File: src/rtl/dds_ld_pkg.sv
package dds_ld_pkg;
  localparam int FRAME_W = 16;
  localparam int DATA_W  = 8;
  localparam int ADDR_W  = 4;
  localparam int FREQ_W  = 32;
  localparam int PHASE_W = 12;
  localparam int N_FREQ  = 2;
  localparam int N_PHASE = 4;

  localparam int FSEL_W     = $clog2(N_FREQ);
  localparam int PSEL_W     = $clog2(N_PHASE);
  localparam int HALF_W     = 2 * DATA_W;
  localparam int HALVES     = FREQ_W / HALF_W;
  localparam int BYTES_PER_F = FREQ_W / DATA_W;
  localparam int PHASE_BASE = N_FREQ * BYTES_PER_F;
  localparam int PH_HI_W    = PHASE_W - DATA_W;

  localparam int OP_MSB     = 15;
  localparam int ADDR_MSB   = 11;
  localparam int SEL_F_BIT  = 11;
  localparam int SEL_P_LSB  = 9;
  localparam int FLAG_A_BIT = 13;
  localparam int FLAG_B_BIT = 12;
  localparam int FLAG_C_BIT = 11;

  typedef enum logic [2:0] {
    K_NONE,
    K_FR_STAGE,
    K_FR_COMMIT,
    K_PH_STAGE,
    K_PH_COMMIT,
    K_SELECT,
    K_SYNCSRC,
    K_POWER
  } kind_e;

  typedef struct packed {
    logic sync_en;
    logic sel_from_reg;
    logic sleep;
    logic core_reset;
    logic clear;
  } ctrl_t;

  function automatic kind_e decode_kind(input logic [3:0] op);
    kind_e k;
    if (op[3:2] == 2'b11) begin
      k = K_POWER;
    end else if (op[3:2] == 2'b10) begin
      k = K_SYNCSRC;
    end else begin
      case (op)
        4'h0:    k = K_PH_COMMIT;
        4'h1:    k = K_PH_STAGE;
        4'h2:    k = K_FR_COMMIT;
        4'h3:    k = K_FR_STAGE;
        4'h6:    k = K_SELECT;
        default: k = K_NONE;
      endcase
    end
    return k;
  endfunction
endpackage

File: src/rtl/dds_spi_rx.sv
module dds_spi_rx #(
  parameter int SYNC_STAGES = 2,
  parameter int WORD_W      = 16
) (
  input  logic              clk,
  input  logic              rst,
  input  logic              sclk,
  input  logic              csn,
  input  logic              mosi,
  output logic              word_vld,
  output logic [WORD_W-1:0] word_data
);
  localparam int CNT_W = $clog2(WORD_W + 2);
  localparam logic [CNT_W-1:0] CNT_FULL = CNT_W'(WORD_W);
  localparam logic [CNT_W-1:0] CNT_OVER = CNT_W'(WORD_W + 1);

  logic [SYNC_STAGES-1:0] sclk_sr, csn_sr, mosi_sr;
  logic                   sclk_d, csn_d;
  logic [WORD_W-1:0]      shreg;
  logic [CNT_W-1:0]       bit_cnt;
  logic                   s_sclk, s_csn, s_mosi, sclk_rise, csn_rise;

  assign s_sclk    = sclk_sr[SYNC_STAGES-1];
  assign s_csn     = csn_sr[SYNC_STAGES-1];
  assign s_mosi    = mosi_sr[SYNC_STAGES-1];
  assign sclk_rise = s_sclk & ~sclk_d;
  assign csn_rise  = s_csn & ~csn_d;

  always_ff @(posedge clk) begin
    if (rst) begin
      sclk_sr <= '0;
      csn_sr  <= '1;
      mosi_sr <= '0;
      sclk_d  <= 1'b0;
      csn_d   <= 1'b1;
    end else begin
      sclk_sr <= {sclk_sr[SYNC_STAGES-2:0], sclk};
      csn_sr  <= {csn_sr[SYNC_STAGES-2:0], csn};
      mosi_sr <= {mosi_sr[SYNC_STAGES-2:0], mosi};
      sclk_d  <= s_sclk;
      csn_d   <= s_csn;
    end
  end

  always_ff @(posedge clk) begin
    if (rst) begin
      shreg     <= '0;
      bit_cnt   <= '0;
      word_vld  <= 1'b0;
      word_data <= '0;
    end else begin
      word_vld <= 1'b0;
      if (s_csn) begin
        bit_cnt <= '0;
      end else if (sclk_rise) begin
        shreg <= {shreg[WORD_W-2:0], s_mosi};
        if (bit_cnt != CNT_OVER) bit_cnt <= bit_cnt + 1'b1;
      end
      if (csn_rise && bit_cnt == CNT_FULL) begin
        word_vld  <= 1'b1;
        word_data <= shreg;
      end
    end
  end
endmodule

File: src/rtl/dds_reg_bank.sv
module dds_reg_bank
  import dds_ld_pkg::*;
(
  input  logic                               clk,
  input  logic                               rst,
  input  logic                               word_vld,
  input  logic [FRAME_W-1:0]                 word_data,
  output logic [N_FREQ-1:0][FREQ_W-1:0]      freq_q,
  output logic [N_PHASE-1:0][PHASE_W-1:0]    phase_q,
  output logic [DATA_W-1:0]                  hold_q,
  output logic [FSEL_W-1:0]                  fsel_q,
  output logic [PSEL_W-1:0]                  psel_q,
  output ctrl_t                              ctrl_q
);
  logic [3:0]        op;
  logic [ADDR_W-1:0] addr;
  logic [DATA_W-1:0] dbyte;
  kind_e             kind;
  int                addr_i, fr_word, fr_half, ph_idx;
  logic              fr_wr, ph_wr;

  always_comb begin
    op      = word_data[OP_MSB -: 4];
    addr    = word_data[ADDR_MSB -: ADDR_W];
    dbyte   = word_data[DATA_W-1:0];
    kind    = decode_kind(op);
    addr_i  = int'(addr);
    fr_word = addr_i / BYTES_PER_F;
    fr_half = (addr_i % BYTES_PER_F) / 2;
    ph_idx  = (addr_i - PHASE_BASE) / 2;
    fr_wr   = word_vld && (kind == K_FR_COMMIT) && (addr_i < PHASE_BASE);
    ph_wr   = word_vld && (kind == K_PH_COMMIT) && (addr_i >= PHASE_BASE)
              && (ph_idx < N_PHASE);
  end

  for (genvar f = 0; f < N_FREQ; f++) begin : g_freq
    logic [FREQ_W-1:0] word_r;
    always_ff @(posedge clk) begin
      if (rst) begin
        word_r <= '0;
      end else if (fr_wr && fr_word == f) begin
        for (int h = 0; h < HALVES; h++) begin
          if (fr_half == h) word_r[h*HALF_W +: HALF_W] <= {hold_q, dbyte};
        end
      end
    end
    assign freq_q[f] = word_r;
  end

  for (genvar p = 0; p < N_PHASE; p++) begin : g_phase
    logic [PHASE_W-1:0] ph_r;
    always_ff @(posedge clk) begin
      if (rst) begin
        ph_r <= '0;
      end else if (ph_wr && ph_idx == p) begin
        ph_r <= {hold_q[PH_HI_W-1:0], dbyte};
      end
    end
    assign phase_q[p] = ph_r;
  end

  always_ff @(posedge clk) begin
    if (rst) begin
      hold_q <= '0;
      fsel_q <= '0;
      psel_q <= '0;
      ctrl_q <= '{sync_en: 1'b0, sel_from_reg: 1'b0,
                  sleep: 1'b1, core_reset: 1'b1, clear: 1'b1};
    end else if (word_vld) begin
      case (kind)
        K_FR_STAGE, K_PH_STAGE: hold_q <= dbyte;
        K_SELECT: begin
          fsel_q <= word_data[SEL_F_BIT -: FSEL_W];
          psel_q <= word_data[SEL_P_LSB +: PSEL_W];
        end
        K_SYNCSRC: begin
          ctrl_q.sync_en      <= word_data[FLAG_A_BIT];
          ctrl_q.sel_from_reg <= word_data[FLAG_B_BIT];
        end
        K_POWER: begin
          ctrl_q.sleep      <= word_data[FLAG_A_BIT];
          ctrl_q.core_reset <= word_data[FLAG_B_BIT];
          ctrl_q.clear      <= word_data[FLAG_C_BIT];
        end
        default: ;
      endcase
    end
  end
endmodule

File: src/rtl/dds_sel_mux.sv
module dds_sel_mux
  import dds_ld_pkg::*;
(
  input  logic                            clk,
  input  logic                            rst,
  input  logic [N_FREQ-1:0][FREQ_W-1:0]   freq_q,
  input  logic [N_PHASE-1:0][PHASE_W-1:0] phase_q,
  input  logic [FSEL_W-1:0]               fsel_q,
  input  logic [PSEL_W-1:0]               psel_q,
  input  logic                            use_reg,
  input  logic [FSEL_W-1:0]               pin_fsel,
  input  logic [PSEL_W-1:0]               pin_psel,
  output logic [FSEL_W-1:0]               fsel_out,
  output logic [PSEL_W-1:0]               psel_out,
  output logic [FREQ_W-1:0]               tune_out,
  output logic [PHASE_W-1:0]              phase_out
);
  logic [FSEL_W-1:0] eff_f;
  logic [PSEL_W-1:0] eff_p;

  always_comb begin
    eff_f = use_reg ? fsel_q : pin_fsel;
    eff_p = use_reg ? psel_q : pin_psel;
  end

  always_ff @(posedge clk) begin
    if (rst) begin
      fsel_out  <= '0;
      psel_out  <= '0;
      tune_out  <= '0;
      phase_out <= '0;
    end else begin
      fsel_out  <= eff_f;
      psel_out  <= eff_p;
      tune_out  <= freq_q[eff_f];
      phase_out <= phase_q[eff_p];
    end
  end
endmodule

File: src/rtl/dds_cmd_loader.sv
module dds_cmd_loader
  import dds_ld_pkg::*;
#(
  parameter int SYNC_STAGES = 2
) (
  input  logic                          clk,
  input  logic                          rst,
  input  logic                          spi_sclk,
  input  logic                          spi_csn,
  input  logic                          spi_mosi,
  input  logic [FSEL_W-1:0]             pin_freq_sel,
  input  logic [PSEL_W-1:0]             pin_phase_sel,
  output logic [N_FREQ*FREQ_W-1:0]      freq_words,
  output logic [N_PHASE*PHASE_W-1:0]    phase_words,
  output logic [FSEL_W-1:0]             freq_sel_out,
  output logic [PSEL_W-1:0]             phase_sel_out,
  output logic [FREQ_W-1:0]             tune_word,
  output logic [PHASE_W-1:0]            phase_word,
  output logic                          sync_en,
  output logic                          sel_from_reg,
  output logic                          sleep,
  output logic                          core_reset,
  output logic                          clear
);
  logic                            frm_vld;
  logic [FRAME_W-1:0]              frm_data;
  logic [N_FREQ-1:0][FREQ_W-1:0]   freq_q;
  logic [N_PHASE-1:0][PHASE_W-1:0] phase_q;
  logic [DATA_W-1:0]               hold_byte;
  logic [FSEL_W-1:0]               fsel_q;
  logic [PSEL_W-1:0]               psel_q;
  ctrl_t                           ctrl_q;

  dds_spi_rx #(.SYNC_STAGES(SYNC_STAGES), .WORD_W(FRAME_W)) u_rx (
    .clk(clk), .rst(rst), .sclk(spi_sclk), .csn(spi_csn), .mosi(spi_mosi),
    .word_vld(frm_vld), .word_data(frm_data)
  );

  dds_reg_bank u_bank (
    .clk(clk), .rst(rst), .word_vld(frm_vld), .word_data(frm_data),
    .freq_q(freq_q), .phase_q(phase_q), .hold_q(hold_byte),
    .fsel_q(fsel_q), .psel_q(psel_q), .ctrl_q(ctrl_q)
  );

  dds_sel_mux u_mux (
    .clk(clk), .rst(rst), .freq_q(freq_q), .phase_q(phase_q),
    .fsel_q(fsel_q), .psel_q(psel_q), .use_reg(ctrl_q.sel_from_reg),
    .pin_fsel(pin_freq_sel), .pin_psel(pin_phase_sel),
    .fsel_out(freq_sel_out), .psel_out(phase_sel_out),
    .tune_out(tune_word), .phase_out(phase_word)
  );

  assign freq_words   = freq_q;
  assign phase_words  = phase_q;
  assign sync_en      = ctrl_q.sync_en;
  assign sel_from_reg = ctrl_q.sel_from_reg;
  assign sleep        = ctrl_q.sleep;
  assign core_reset   = ctrl_q.core_reset;
  assign clear        = ctrl_q.clear;
endmodule

File: config.mk
export PLATFORM = sky130hd
export DESIGN_NAME = dds_cmd_loader
export DESIGN_NICKNAME = d
export VERILOG_FILES = /design/src/rtl/dds_ld_pkg.sv /design/src/rtl/dds_spi_rx.sv /design/src/rtl/dds_reg_bank.sv /design/src/rtl/dds_sel_mux.sv /design/src/rtl/dds_cmd_loader.sv
export SDC_FILE = /design/constraint.sdc
export NUM_CORES = 1
export LEC_CHECK = 0
export BUFFER_PORTS_ARGS = -buffer_cell sky130_fd_sc_hd__buf_2
export CAP_MARGIN = 0
export CORE_UTILIZATION = 40
export CTS_BUF_LIST = sky130_fd_sc_hd__clkbuf_2
export DETAILED_ROUTE_END_ITERATION = 7
export SKIP_CTS_REPAIR_TIMING = 1
export SYNTH_ARGS = -nofsm -noshare
export SYNTH_HDL_FRONTEND = slang
export SYNTH_SLANG_ARGS = --single-unit
File: constraint.sdc
create_clock -name clk -period 6.05 [get_ports clk]
set_input_delay 0.605 -clock clk [delete_from_list [all_inputs] [get_ports clk]]
set_output_delay 0.605 -clock clk [all_outputs]
set_load 0.005 [all_outputs]
==> metrics.yaml, run 1 <==
outcome:
  status: "completed"
setup_path:
  startpoint_type: "flip-flop"
  rrSetupSlack_ps: 3250
  timing.rr.end: "u_bank.g_phase[3].ph_r[8]"
  startpoint: "u_rx.word_data[11]"
  reg2reg_from: "u_rx.word_data[11]"
  endpoint_kind: "flip-flop"
  critPathKind: "reg2reg"
  r2r_cells: 8
  required_ps: 6770
  crit_end: "u_bank.g_phase[3].ph_r[8]"
  cp_max_fo: 14
  crit_arrival_ps: 3520
grt:
  grt_pass1_vias: 6913
  globalRouteTotalUtil_pct: 20.67
  grt-ovfl-total: 0
  grt_pass1_wl_um: 36640
  antenna_found_initial: 1
  grt_max_degree: 85
logic_synthesis:
  synth_fp_nets: 971
  synth.distinct_cells: 44
  synth.avg_cell_area_um2: 9.128
  ys_warn_count: 0
  synthCells: 952
  synth_edf_count: 0
  synthFlopType: "dfxtp_1"
  synth_area_um2: 8690
  synth-seq-cells: 221
  ys_seq_area_share_pct: 50.91
  async_flop_share_pct: 0
die:
  io_pins: 172
  placementRows: 53
  die_h_um: 149.4
  die_area_um2: 22320
  core_area_um2: 21150
  die_x_um: 149.4
  initial_core_util_pct: 41.08
sta:
  period_minus_slack_ps: 2798
  max_freq_mhz: 357.4
  hold_viol_final: 0
  relSlewSlack_pct: 26.22
  tightest_slew_ps: 1083
  fin_crit_sh_pct: 46.25
  holdWs_ps: 64.60
  setup_slack_ps: 3252
  rsz0062_at_grt: "no"
  finalSetupViolations: 0
  setup_tns_ps: 0
  fin_skew_ps: 61.75
  drv_slew: 0
pwr:
  ir_drop_mv: 0.1160
  seqPwrFrac_pct: 58.7
  net-switching-power_mw: 0.6207
  p_comb_share_pct: 2.2
  p_leak_nw: 4.255
  p_sw_share_pct: 24.99
  pwr-share-clk_pct: 39.1
  p_int_mw: 1.864
  powerDensity_nw_per_um2: 247.1
cells_and_area:
  layout_common_cells: "221 x dfxtp_1, 170 x buf_2, 165 x nand2_1, 135 x a21oi_1"
  drive_above_1_share_pct: 24.93
  syn_to_final_growth_pct: 15.68
  nets: 1131
  final_common_cell: "dfxtp_1"
clocking:
  clk_path_buf_depth: 3
  clkTransAtPathRegs_ps: 100
  htreeDepth: 2
  clockRootBuffer: "clkbuf_2"
  cts_buffers: 56
  insertion_delay_ps: 820
  cts_tree: "done"
  cts_sinks: 221
route:
  drc: 0
  firstDrtPassIters: 5
  drtIter0Drc: 421
  routed_via_density: 5.173
  ant_nets: 0
  wl_per_cell_um: 16.41
  vias: 7361
  routed_wl_um: 23350
placed_design:
  portBuffers: 171
  hpwlAfterDp_um: 14610
  dp_slack_ps: 3322
  routabilityCongestion: 0.7190
worst_hold_path:
  hp-class: "in2reg"
  worstHoldStart: "spi_sclk"
flow_run:
  cap_violations: 0
[layer usage]
metal  routed length, µm  GRT usage, %  share of wire (%)  vias up
li1                    -             -                  -     3663
met1               11020         28.28                 47     3458
met2               10720         32.04                 46      210
met3                1244         4.220                5.3       30
met4                 355         7.398                1.5        0
met5                   0             0                  0        -
[cell families after synthesis]
kind of cell    after synthesis  synth area share [%]
fa+ha+maj                    11                 1.584
simple gates                309                 18.14
compound gates              237                 13.97
flops                       221                 50.91
buf+inv                      86                 5.097
mux                          88                 10.30
[per-stage QoR]
step,area (µm²),std cells,util [%],total power [mW]
global route,10050,1423,47.52,2.600
floorplan,8690,952,-,1.532
detailed placement,9552,1327,45.15,1.547
global placement,9552,1327,45.15,1.547
CTS,10030,1420,47.41,2.516
finish,10050,1423,47.52,2.484
[power by group through the flow]
| stage | Combinational (mW) | Sequential (mW) | Clock, mW |
|---|---|---|---|
| 2_1_floorplan | 0.0401 | 1.49 | 0 |
| 3_3_place_gp | 0.0548 | 1.49 | 0 |
| 3_5_place_dp | 0.0548 | 1.49 | 0 |
| 4_1_cts | 0.0548 | 1.46 | 1.00 |
| 5_1_grt | 0.0602 | 1.46 | 1.08 |
| 6_report | 0.0552 | 1.46 | 0.971 |
[critical path, cell delays in order (launching register included)]
cell and delay [ps]:
dfxtp_1 750, nor2b_1 140, ha_1 230, ha_1 170, inv_1 70, ha_1 110
and4bb_2 290, and4_1 690, mux2i_1 260
[layout make-up]
| type | count | area [µm²] |
|---|---|---|
| inverter | 9 | 33.78 |
| clock buffer | 81 | 405.4 |
| sequential | 221 | 4424 |
| tap | 275 | 344.1 |
| antenna | 1 | 2.502 |
| fill | 2128 | 11100 |
| timing repair buffer | 179 | 923.4 |
| multi-input combinational | 645 | 3846 |
| clock inverter | 12 | 72.57 |
[synth_stat cells (3+ instances only)]
| master | number | share of area (%) |
|---|---|---|
| nand2_1 | 165 | 7.1 |
| nor4bb_1 | 4 | 0.46 |
| buf_4 | 4 | 0.35 |
| nand4_2 | 3 | 0.43 |
| mux2i_1 | 86 | 9.9 |
| o22ai_1 | 12 | 0.86 |
| inv_1 | 8 | 0.35 |
| nor2b_1 | 7 | 0.50 |
| dfxtp_1 | 221 | 51 |
| nand3b_1 | 3 | 0.26 |
| or3_1 | 3 | 0.22 |
| and4bb_2 | 3 | 0.43 |
| or2_2 | 3 | 0.22 |
| o21ai_0 | 73 | 4.2 |
| buf_2 | 10 | 0.58 |
| o21ai_1 | 13 | 0.75 |
| nand3_1 | 85 | 4.9 |
| nor4b_4 | 4 | 1.1 |
| clkbuf_1 | 51 | 2.2 |
| nor2_1 | 13 | 0.56 |
| buf_6 | 10 | 1.3 |
| a21oi_1 | 135 | 7.8 |
| ha_1 | 11 | 1.6 |
[sequential cells by signal (all words and copies together), names as in the netlist]
| signal | count |
|---|---|
| u_bank.g_freq.word_r | 64 |
| u_bank.g_phase.ph_r | 48 |
| u_mux.tune_out | 32 |
| u_rx.shreg | 16 |
| u_rx.word_data | 16 |
| u_mux.phase_out | 12 |
| u_bank.hold_q | 8 |
| u_bank.ctrl_q | 5 |
| u_rx.bit_cnt | 5 |
| u_bank.psel_q | 2 |
| u_mux.psel_out | 2 |
| u_rx.csn_sr | 2 |
| u_rx.mosi_sr | 2 |
| u_rx.sclk_sr | 2 |
| u_bank.fsel_q | 1 |
| u_mux.fsel_out | 1 |
| u_rx.csn_d | 1 |
| u_rx.sclk_d | 1 |
| u_rx.word_vld | 1 |
[worst min-delay path by stage]
stage,cells after the start,endpoint,slack (ps)
3_3_place_gp,1,u_rx.csn_sr[1],390
6_report,2,u_rx.sclk_sr[0],60
4_1_cts,2,u_rx.csn_sr[0],-50
3_5_place_dp,1,u_rx.csn_sr[1],400
2_1_floorplan,1,u_rx.csn_sr[1],390
5_1_grt,2,u_rx.sclk_sr[0],50
Power figures use the tool's default switching activity.
==> run 2: changes to the inputs <==
- clock period: 6.05 -> 2.9 ns (I/O delays scaled with it)
==> run 2 against run 1 <==
Register-to-register slack worse by 2700 ps. Design area is 1.4% higher. Die area stayed put. Sequential share of layout area is 0.60 points lower. Sequential power is 110% higher. Critical path depth is 1 lower. Clock skew is 22 ps higher. Worst hold slack better by 22 ps. First-iteration DRC count is 9.3% higher. Critical path type unchanged. Largest cell class unchanged. Highest routed layer unchanged.
==> metrics.yaml, run 2 (same netlist as run 1, synthesis figures left out) <==
outcome:
  status: "completed"
die:
  placementRows: 53  # unchanged
  initial_core_util_pct: 41.08  # unchanged
  die_h_um: 149.4  # unchanged
  io_pins: 172  # unchanged
  die_area_um2: 22320  # unchanged
  core_area_um2: 21150  # unchanged
  die_x_um: 149.4  # unchanged
sta:
  setup_tns_ps: 0  # unchanged
  hold_viol_final: 0  # unchanged
  finalSetupViolations: 0  # unchanged
  fin_skew_ps: 83.96  # +22.21 ps
  max_freq_mhz: 422.6  # +18%
  relSlewSlack_pct: 33.15  # +6.9 points
  drv_slew: 0  # unchanged
  rsz0062_at_grt: "no"
  fin_crit_sh_pct: 81.60  # +35 points
  period_minus_slack_ps: 2366  # -432.0 ps
  tightest_slew_ps: 998.3  # -85.18 ps
  setup_slack_ps: 533.7  # -2718 ps
  holdWs_ps: 86.39  # +21.79 ps
placed_design:
  dp_slack_ps: 612.3  # -2710 ps
  portBuffers: 171  # unchanged
  hpwlAfterDp_um: 14880  # +1.8%
  post_dp_cell_area_um2: 9634  # +0.86%
  routabilityCongestion: 0.7541  # +4.9%
  dp_cells: 1338  # +0.83%
clocking:
  clk_path_buf_depth: 3  # unchanged
  cts_buffers: 57  # +1.8%
  cts_sinks: 221  # unchanged
  insertion_delay_ps: 830  # about the same
  cts_tree: "done"
  clkTransAtPathRegs_ps: 90  # about the same
  clockRootBuffer: "clkbuf_2"
  htreeDepth: 2  # unchanged
pwr:
  p_leak_nw: 4.338  # +1.9%
  finalPower_mw: 5.266  # +110%
  p_comb_share_pct: 2.3  # about the same
  seqPwrFrac_pct: 57.8  # -0.9 points
  net-switching-power_mw: 1.320  # +110%
  p_sw_share_pct: 25.07  # +0.090 points
  p_int_mw: 3.945  # +110%
  pwr-share-clk_pct: 39.9  # +0.8 points
  powerDensity_nw_per_um2: 516.7  # +110%
  ir_drop_mv: 0.2195  # +89%
grt:
  grt_max_degree: 80  # -5.9%
  grt_pass1_wl_um: 37160  # +1.4%
  grt_pass1_vias: 6970  # +0.82%
  antenna_found_initial: 1  # unchanged
  globalRouteTotalUtil_pct: 20.93  # +0.26 points
  grt-ovfl-total: 0  # unchanged
cells_and_area:
  layout_common_cells: "221 x dfxtp_1, 170 x buf_2, 165 x nand2_1, 135 x a21oi_1, 88 x clkbuf_2"
  area.sequential_um2: 4424  # unchanged
  fin_util_pct: 48.18  # +0.66 points
  top_register: "u_bank.g_freq.word_r"
  fin_cells: 1442  # +1.3%
  multiInputGateArea_um2: 3846  # unchanged
  nFillCells: 2113  # -0.70%
  nets: 1146  # +1.3%
  final_common_cell: "dfxtp_1"
  drive_above_1_share_pct: 26.08  # +1.1 points
  largest_reg_flops: 64  # unchanged
  final_area_um2: 10190  # +1.4%
  syn_to_final_growth_pct: 17.28
  reg_top3: "u_bank.g_freq.word_r (64), u_bank.g_phase.ph_r (48), u_mux.tune_out (32)"
setup_path:
  r2r_cells: 7  # -1
  crit_arrival_ps: 3010  # -510 ps
  critPathKind: "reg2reg"
  required_ps: 3540  # -3230 ps
  startpoint_type: "flip-flop"
  cp_max_fo: 12  # -2
  max_stage_delay_ps: 650  # -100 ps
  cp_slowest_cell: "dfxtp_1"
  path_cells: "nor2b_1 > nand2_1 > ha_1 > nor4bb_1 > nand4_2 > buf_4 > mux2i_1"
  endpoint_kind: "flip-flop"
route:
  drtIter0Drc: 460  # +9.3%
  top_layer_used: "met4"
  drc: 0  # unchanged
  wl_per_cell_um: 16.40  # about the same
  met3_length_um: 1449  # +16%
  vias: 7447  # +1.2%
  ant_nets: 0  # unchanged
  routed_wl_um: 23660  # +1.3%
  wl_met1_um: 10990  # -0.31%
  wl_met2_um: 10880  # +1.5%
  firstDrtPassIters: 5  # unchanged
  routed_via_density: 5.164  # -0.16%
worst_hold_path:
  min_path_cells: 4  # +2
  hp-class: "in2reg"
flow_run:
  cap_violations: 0  # unchanged
## run 2: changes by cell type in the layout (fill, tap and decap cells not counted), sizes merged
cell | previous run | this run
buf | 177 | 188
clkbuf | 81 | 88
clkinv | 10 | 5
diode | 1 | 5
dlygate4sd3 | 2 | 5
inv | 10 | 9
## run 2: power groups by stage
stage | Combinational [mW] | Sequential (mW) | Clock (mW)
2_1_floorplan | 0.0836 | 3.11 | 0
3_3_place_gp | 0.117 | 3.11 | 0
3_5_place_dp | 0.117 | 3.11 | 0
4_1_cts | 0.117 | 3.04 | 2.19
5_1_grt | 0.132 | 3.04 | 2.35
6_report | 0.122 | 3.04 | 2.10
## run 2: final cells by class
| class | instances | share of cell area, % |
|---|---|---|
| Timing Repair Buffer | 193 | 10.17 |
| Tap cell | 275 | 3.376 |
| Clock buffer | 88 | 4.322 |
| Antenna cell | 5 | 0.1228 |
| Inverter | 9 | 0.3315 |
| Sequential cell | 221 | 43.41 |
| Clock inverter | 6 | 0.5279 |
| Multi-Input combinational cell | 645 | 37.74 |
## run 2: final timing paths
path / start / end / slack, ps
setup / recovery: u_rx.word_data[10] / u_bank.g_phase[2].ph_r[1] / 530
hold / removal: pin_phase_sel[1] / u_mux.psel_out[1] / 90
setup reg to reg: u_rx.word_data[10] / u_bank.g_phase[2].ph_r[1] / 530
hold reg to reg: u_rx.csn_sr[0] / u_rx.csn_sr[1] / 420
## run 2: critical path: cells and delay by family (launching register included)
kind / cells / cell delay [ps]
simple gates: 4 / 850
flops: 1 / 650
fa+ha+maj: 1 / 310
buf+inv: 1 / 230
mux: 1 / 130
## run 2: metal layers
layer	GRT usage [%]	vias to the layer above
li1	-	3697
met1	29.05	3492
met2	32.43	217
met3	4.465	41
met4	6.071	0
met5	0	-
==> run 3: changes to the inputs <==
- clock period: 2.9 -> 2.2 ns (I/O delays scaled with it)
==> run 3 against run 2 <==
Non-clock buffer count increased by 11. Utilization is 0.87 points higher. Combinational power grew 46%. Critical endpoint is now u_bank.g_phase[3].ph_r[5]. Largest power group unchanged.
==> metrics.yaml, run 3 (same netlist as run 1, synthesis figures left out) <==
outcome:
  status: "completed"
clocking:
  cts_tree: "done"
  clockRootBuffer: "clkbuf_2"
  htreeDepth: 2  # unchanged
  clkTransAtPathRegs_ps: 100  # about the same
  cts_sinks: 221  # unchanged
  cts_buffers: 57  # unchanged
  insertion_delay_ps: 840  # about the same
  clk_path_buf_depth: 3  # unchanged
grt:
  grt-ovfl-total: 0  # unchanged
  globalRouteTotalUtil_pct: 20.56  # -0.37 points
  grt_max_degree: 139  # +74%
  grt_pass1_wl_um: 36420  # -2.0%
  antenna_found_initial: 1  # unchanged
  grt_pass1_vias: 6833  # -2.0%
pwr:
  powerDensity_nw_per_um2: 669.3  # +30%
  ir_drop_mv: 0.2930  # +34%
  p_leak_nw: 4.421  # +1.9%
setup_path:
  reg2reg_from: "u_rx.word_data[8]"
  cp_slowest_cell: "dfxtp_1"
  endpoint_kind: "flip-flop"
  required_ps: 2930  # -610 ps
  crit_arrival_ps: 2770  # -240 ps
  crit_top_cell: "ha_1"
  startpoint_type: "flip-flop"
  startpoint: "u_rx.word_data[8]"
  path_cells: "nor2b_2 > ha_1 > ha_1 > inv_1 > ha_1 > and4bb_2 > and4_1 > buf_12 > mux2i_1"
  max_stage_delay_ps: 330  # -320 ps
  critPathKind: "reg2reg"
  cp_max_fo: 12  # unchanged
sta:
  fin_crit_sh_pct: 92.30  # +11 points
  relSlewSlack_pct: 56.69  # +24 points
  drv_slew: 0  # unchanged
  rsz0062_at_grt: "no"
  setup_tns_ps: 0  # unchanged
  finalSetupViolations: 0  # unchanged
  fin_skew_ps: 97.04  # +13.08 ps
  max_freq_mhz: 492.5  # +17%
  tightest_slew_ps: 649.7  # -348.6 ps
  hold_viol_final: 0  # unchanged
  period_minus_slack_ps: 2031  # -335.8 ps
cells_and_area:
  final_common_cell: "dfxtp_1"
  reg_top3: "u_bank.g_freq.word_r (64), u_bank.g_phase.ph_r (48), u_mux.tune_out (32)"
  nets: 1157  # +0.96%
  top_register: "u_bank.g_freq.word_r"
  largest_reg_flops: 64  # unchanged
  final_area_um2: 10380  # +1.8%
  syn_to_final_growth_pct: 19.40
  drive_above_1_share_pct: 26.17  # +0.092 points
  layout_common_cells: "221 x dfxtp_1, 170 x buf_2, 165 x nand2_1, 135 x a21oi_1"
placed_design:
  portBuffers: 171  # unchanged
  hpwlAfterDp_um: 14670  # -1.4%
  post_dp_cell_area_um2: 9774  # +1.5%
  routabilityCongestion: 0.7689  # +2.0%
die:
  die_h_um: 149.4  # unchanged
  placementRows: 53  # unchanged
  initial_core_util_pct: 41.08  # unchanged
  die_area_um2: 22320  # unchanged
  die_x_um: 149.4  # unchanged
  core_area_um2: 21150  # unchanged
  io_pins: 172  # unchanged
worst_hold_path:
  hp-class: "in2reg"
  worstHoldStart: "pin_phase_sel[0]"
route:
  routed_wl_um: 23330  # -1.4%
  wl_per_cell_um: 16.05  # -2.1%
  firstDrtPassIters: 5  # unchanged
  vias: 7607  # +2.1%
  drtIter0Drc: 457  # -0.65%
  routed_via_density: 5.235  # +1.4%
  drc: 0  # unchanged
  ant_nets: 0  # unchanged
flow_run:
  cap_violations: 0  # unchanged
run 3: where the power goes:
part	internal, mW	switching, mW	leakage [nW]
combinational	0.0543	0.124	2.25
clock	1.12	1.63	0.388
sequential	4.01	0.00377	1.78
total	5.18	1.76	4.42
run 3: through the flow:
step,hold slack (ps),total power [mW],worst slack [ps],cells,util (%)
global route,91.53,7.270,14.06,1453,49.04
floorplan,323.8,4.213,28.04,952,-
finish,122.0,6.944,169.5,1453,49.04
CTS,-448.1,7.029,115.6,1443,48.60
global placement,398.1,4.270,163.1,1345,46.21
detailed placement,396.7,4.269,82.68,1345,46.21
run 3: worst paths after layout:
path                                     to  depth (start not counted)  slack (ps)
setup / recovery  u_bank.g_phase[3].ph_r[5]                          9         170
hold reg to reg          u_rx.word_data[15]                          2         390
hold / removal            u_mux.psel_out[0]                          4         120
setup reg to reg  u_bank.g_phase[3].ph_r[5]                          9         170
run 3: final cells by class:
| class | count | area [µm²] |
|---|---|---|
| Fill cell | 2108 | 10780 |
| Sequential cell | 221 | 4424 |
| Multi-Input combinational cell | 645 | 3849 |
| Timing Repair Buffer | 204 | 1216 |
| Clock buffer | 83 | 415.4 |
| Tap cell | 275 | 344.1 |
| Clock inverter | 15 | 90.09 |
| Inverter | 9 | 33.78 |
| Antenna cell | 1 | 2.502 |
run 3: routing by layer:
metal  global-route usage [%]  share of wire [%]  vias to the layer above
met2                    31.60                 46                      209
li1                         -                  -                     3725
met1                    28.79                 48                     3651
met5                        0                  0                        -
met3                    3.578                5.2                       22
met4                    7.143                1.2                        0
run 3: worst max-delay path: cells and delay by family, from the launching register on:
kind          cells  cell delay [ps]
buf+inv           2              210
fa+ha+maj         3              580
simple gates      3              710
mux               1              180
flops             1              330
